## config.mk

```make
export PLATFORM = sky130hd
export DESIGN_NAME = alu32_core
export DESIGN_NICKNAME = d
export VERILOG_FILES = /design/src/rtl/alu32_pkg.sv /design/src/rtl/alu32_addsub.sv /design/src/rtl/alu32_logic.sv /design/src/rtl/alu32_zero.sv /design/src/rtl/alu32_core.sv
export SDC_FILE = /design/constraint.sdc
export NUM_CORES = 1
export LEC_CHECK = 0
export CAP_MARGIN = 25
export CORE_UTILIZATION = 35
export DETAILED_ROUTE_END_ITERATION = 12
export PLACE_DENSITY_LB_ADDON = 0.2
export SYNTH_ARGS = -nofsm -noshare
export SYNTH_HDL_FRONTEND = slang
export SYNTH_SLANG_ARGS = --single-unit
```

## constraint.sdc

```tcl
create_clock -name vclk -period 21.1
set_clock_uncertainty 0.05 [all_clocks]
set_input_delay 3.165 -clock vclk [all_inputs]
set_output_delay 3.165 -clock vclk [all_outputs]
set_load 0.01 [all_outputs]
```

## src/rtl/alu32_pkg.sv

```systemverilog
package alu32_pkg;

   localparam int OP_W = 4;

   typedef enum logic [OP_W-1:0] {
      OP_AND = 4'b0000,
      OP_OR  = 4'b0001,
      OP_ADD = 4'b0010,
      OP_XOR = 4'b0011,
      OP_NOR = 4'b0100,
      OP_SUB = 4'b0110,
      OP_SLT = 4'b0111
   } alu_op_e;

   typedef enum logic [1:0] {
      LG_AND = 2'd0,
      LG_OR  = 2'd1,
      LG_XOR = 2'd2,
      LG_NOR = 2'd3
   } logic_fn_e;

   typedef enum int {
      ADDER_RIPPLE = 0,
      ADDER_INFER  = 1
   } adder_kind_e;

endpackage

```

## src/rtl/alu32_addsub.sv

```systemverilog
module alu32_addsub
   import alu32_pkg::*;
#(
   parameter int          WIDTH = 32,
   parameter adder_kind_e KIND  = ADDER_RIPPLE
) (
   input  logic [WIDTH-1:0] a_i,
   input  logic [WIDTH-1:0] b_i,
   input  logic             sub_i,
   output logic [WIDTH-1:0] sum_o,
   output logic             c_msb_o,
   output logic             c_out_o
);

   localparam int LOW_W = WIDTH - 1;

   logic [WIDTH-1:0] b_eff;

   assign b_eff = b_i ^ {WIDTH{sub_i}};

   generate
      if (KIND == ADDER_RIPPLE) begin : g_ripple
         logic [WIDTH:0] carry;
         assign carry[0] = sub_i;
         for (genvar i = 0; i < WIDTH; i++) begin : g_bit
            assign sum_o[i]    = a_i[i] ^ b_eff[i] ^ carry[i];
            assign carry[i+1]  = (a_i[i] & b_eff[i]) |
                                 (a_i[i] & carry[i]) |
                                 (b_eff[i] & carry[i]);
         end
         assign c_msb_o = carry[WIDTH-1];
         assign c_out_o = carry[WIDTH];
      end else begin : g_infer
         logic [LOW_W:0] low_sum;
         logic [1:0]     top_sum;
         assign low_sum = {1'b0, a_i[LOW_W-1:0]} + {1'b0, b_eff[LOW_W-1:0]}
                        + {{LOW_W{1'b0}}, sub_i};
         assign top_sum = {1'b0, a_i[WIDTH-1]} + {1'b0, b_eff[WIDTH-1]}
                        + {1'b0, low_sum[LOW_W]};
         assign sum_o   = {top_sum[0], low_sum[LOW_W-1:0]};
         assign c_msb_o = low_sum[LOW_W];
         assign c_out_o = top_sum[1];
      end
   endgenerate

endmodule

```

## src/rtl/alu32_logic.sv

```systemverilog
module alu32_logic
   import alu32_pkg::*;
#(
   parameter int WIDTH = 32
) (
   input  logic [WIDTH-1:0] a_i,
   input  logic [WIDTH-1:0] b_i,
   input  logic_fn_e        fn_i,
   output logic [WIDTH-1:0] y_o
);

   always_comb begin
      unique case (fn_i)
         LG_AND:  y_o = a_i & b_i;
         LG_OR:   y_o = a_i | b_i;
         LG_XOR:  y_o = a_i ^ b_i;
         LG_NOR:  y_o = ~(a_i | b_i);
         default: y_o = '0;
      endcase
   end

endmodule

```

## src/rtl/alu32_zero.sv

```systemverilog
module alu32_zero #(
   parameter int WIDTH = 32,
   parameter int GROUP = 8
) (
   input  logic [WIDTH-1:0] v_i,
   output logic             zero_o
);

   localparam int NG    = (WIDTH + GROUP - 1) / GROUP;
   localparam int PAD_W = NG * GROUP;

   logic [PAD_W-1:0] padded;
   logic [NG-1:0]    grp_any;

   always_comb begin
      padded              = '0;
      padded[WIDTH-1:0]   = v_i;
   end

   generate
      for (genvar g = 0; g < NG; g++) begin : g_grp
         assign grp_any[g] = |padded[g*GROUP +: GROUP];
      end
   endgenerate

   assign zero_o = ~|grp_any;

endmodule

```

## src/rtl/alu32_core.sv

```systemverilog
module alu32_core
   import alu32_pkg::*;
#(
   parameter int          WIDTH      = 32,
   parameter adder_kind_e ADDER      = ADDER_RIPPLE,
   parameter int          ZERO_GROUP = 8
) (
   input  logic [WIDTH-1:0] a_i,
   input  logic [WIDTH-1:0] b_i,
   input  logic [3:0]       op_i,
   output logic [WIDTH-1:0] res_o,
   output logic             zero_o,
   output logic             ovf_o
);

   generate
      if (WIDTH < 2) begin : g_bad_width
         $error("alu32_core: WIDTH must be at least 2");
      end
      if (ZERO_GROUP < 1) begin : g_bad_group
         $error("alu32_core: ZERO_GROUP must be at least 1");
      end
   endgenerate

   alu_op_e          op;
   logic             do_sub;
   logic [WIDTH-1:0] sum;
   logic             c_msb;
   logic             c_out;
   logic             ovf_raw;
   logic             less;
   logic_fn_e        lfn;
   logic [WIDTH-1:0] lres;

   assign op     = alu_op_e'(op_i);
   assign do_sub = (op == OP_SUB) || (op == OP_SLT);

   alu32_addsub #(.WIDTH(WIDTH), .KIND(ADDER)) u_addsub (
      .a_i     (a_i),
      .b_i     (b_i),
      .sub_i   (do_sub),
      .sum_o   (sum),
      .c_msb_o (c_msb),
      .c_out_o (c_out)
   );

   assign ovf_raw = c_msb ^ c_out;
   assign less    = sum[WIDTH-1] ^ ovf_raw;

   always_comb begin
      case (op)
         OP_OR:   lfn = LG_OR;
         OP_XOR:  lfn = LG_XOR;
         OP_NOR:  lfn = LG_NOR;
         default: lfn = LG_AND;
      endcase
   end

   alu32_logic #(.WIDTH(WIDTH)) u_logic (
      .a_i  (a_i),
      .b_i  (b_i),
      .fn_i (lfn),
      .y_o  (lres)
   );

   always_comb begin
      case (op)
         OP_AND, OP_OR, OP_XOR, OP_NOR: res_o = lres;
         OP_ADD, OP_SUB:                res_o = sum;
         OP_SLT:                        res_o = {{(WIDTH-1){1'b0}}, less};
         default:                       res_o = '0;
      endcase
   end

   assign ovf_o = ((op == OP_ADD) || (op == OP_SUB)) & ovf_raw;

   alu32_zero #(.WIDTH(WIDTH), .GROUP(ZERO_GROUP)) u_zero (
      .v_i    (res_o),
      .zero_o (zero_o)
   );

endmodule

```

==> impl_metrics.tcl <==
set metrics [dict create \
    port_buffers 102 \
    grt_pass1_wl_um 19100 \
    final_antenna_net_count 0 \
    die_w_um 104 \
    cpPeakStageDelay_ns 0.53 \
    syn_area_um2 3640 \
    drt-vias-per-instance 5.32 \
    postLayoutCoreUtil 0.490 \
    yosysWarnings 0 \
    max_slew_margin 0.414 \
    layout-drive-gt1-share 0.0952 \
    hold_start "op_i[1]" \
    grt_pass1_vias 3608 \
    gp_congestion 0.877 \
    drc 0 \
    crit_start "op_i[3]" \
    period_share 0.971 \
    slew_viol_final 0 \
    critPathArrivalTime_ns 17.28 \
    grt_setup_unrepaired "no" \
    syn_avg_cell_area_um2 7.71 \
    status "finished clean" \
    ff_latch_area_um2 0 \
    critPathMaxFanout 4 \
    post-place-ws_ns -0.691 \
    cp-endpoint "res_o[0]" \
    syn_nets 636 \
    layout.nets 723 \
    die_y_um 104 \
    drv_cap 0 \
    worst_slack_ns 0.609 \
    finalSetupViolCount 0 \
    crit_path_start_kind "input port" \
    p_leak_nw 2.06 \
    grtUsageTotal 0.216 \
    min_period_ns 20.49 \
    hpwlAfterDp_um 8780 \
    synth_top_area_frac 0.220 \
    cts_hold_buf 0 \
    yosysUniqueCellTypes 39 \
    synthMostInstantiatedCell "inv_1" \
    io_pins 102 \
    hold_viol 0 \
    area_delta_synth_final_pct 33.4 \
    peakVddDrop_mv 0.0115 \
    grt_max_degree 93 \
    die_area_um2 10800 \
    wire_per_inst_um 17.0 \
    rows 36 \
    fmax_mhz 48.8 \
    synth_top_cell_by_area "ha_1" \
    crit_top_cell "fa_2" \
    seq_cells 0 \
    drt_wl_total_um 11700 \
    synth_top_cells_by_area "ha_1 (22%), fa_1 (18%), a21oi_1 (8.5%), xnor2_1 (7.7%), inv_1 (6.9%)" \
    drtPass1Iterations 4 \
    initialDrtViolationCount 149 \
    powerDensity_nw_per_um2 24.0 \
    setup-tns-final_ns 0 \
    hold_path_class "in -> out" \
    coreArea_um2 9910 \
    netlist_top_cells_count "inv_1 (67), ha_1 (64), a21oi_1 (62)" \
    cp_top_family "adder cells" \
    start_util 0.367 \
    grt_overflow 0 \
    crit_type "in -> out" \
    cp.depth 39 \
    crit_buf_inv 4 \
    worst_slew_pin_slew_ns 0.879 \
    vias 3670 \
    slowest_stage "clkdlybuf4s50_1" \
    n_antenna_cell 0 \
    ys_seq_area_frac 0 \
    endpoint_kind "primary output" \
    netlist_instances 472 \
    clockBufferCount 0 \
    antenna_found_initial 0 \
    worstPathRequired_ns 17.89 \
]
## layer usage
| layer | wire length (µm) | track usage |
|---|---|---|
| met2 | 5780 | 0.383 |
| met4 | 74 | 0.0122 |
| met3 | 629 | 0.00815 |
| met1 | 5250 | 0.302 |
| met5 | 0 | 0 |
## worst min-delay path, stage by stage
cell and delay, ns:
dlymetal6s2s_1 0.15, buf_4 0.27, a21oi_1 0.17, o31ai_1 0.09
clkdlybuf4s50_1 0.48
## final cells by class
class,count,area [µm²]
Fill cell,966,5050
Inverter,67,251
Multi-Input combinational cell,370,3290
Tap cell,133,166
Timing Repair Buffer,120,1150
## stage by stage
step | cell area [µm²] | hold slack (ns) | total power, mW | std cells
CTS | 4830 | 7.58 | 0.116 | 689
global placement | 4790 | 7.56 | 0.113 | 689
global route | 4860 | 7.52 | 0.131 | 690
finish | 4860 | 7.45 | 0.117 | 690
floorplan | 3660 | 6.30 | 0.0628 | 472
detailed placement | 4790 | 7.59 | 0.114 | 689
## power by group
part	internal [mW]	leakage [nW]	switching [mW]	total (mW)
sequential	0	0	0	0
combinational	0.0569	2.06	0.0597	0.117
clock	0	0	0	0
total	0.0569	2.06	0.0597	0.117
## worst min path at each step
| stage | to | slack (ns) | depth (start not counted) |
|---|---|---|---|
| after floorplan | res_o[0] | 6.30 | 1 |
| after global placement | res_o[22] | 7.56 | 5 |
| after detailed placement | res_o[0] | 7.59 | 5 |
| after CTS | zero_o | 7.58 | 6 |
| after global routing | res_o[24] | 7.52 | 5 |
| final | res_o[24] | 7.45 | 5 |
## cells by family after synthesis
group / share of synthesized area
adders and majority gates: 0.396
muxes: 0.00275
and+or+nand+nor: 0.198
AOI/OAI and AO/OA: 0.207
xor gates and xnor gates: 0.0770
buffers and inverters: 0.120
## cells in the final DEF, fill, tap and decap left out, types with 3 or more instances in the layout
| master | instances |
|---|---|
| a21oi_1 | 60 |
| a21oi_2 | 3 |
| buf_4 | 18 |
| clkdlybuf4s50_1 | 99 |
| fa_1 | 14 |
| fa_2 | 18 |
| ha_1 | 64 |
| inv_1 | 67 |
| nand2_1 | 35 |
| nand3b_1 | 27 |
| nor2_1 | 4 |
| nor4_1 | 5 |
| o21ai_0 | 31 |
| o31ai_1 | 26 |
| or2_2 | 3 |
| or3b_1 | 23 |
| xnor2_1 | 31 |
## what timing repair did
item,4_1_cts,5_1_grt
pin swaps,4,3
resized for setup,15,7
setup endpoints to repair,4,4
buffers inserted,0,1
(Power assumes the default switching activity.)
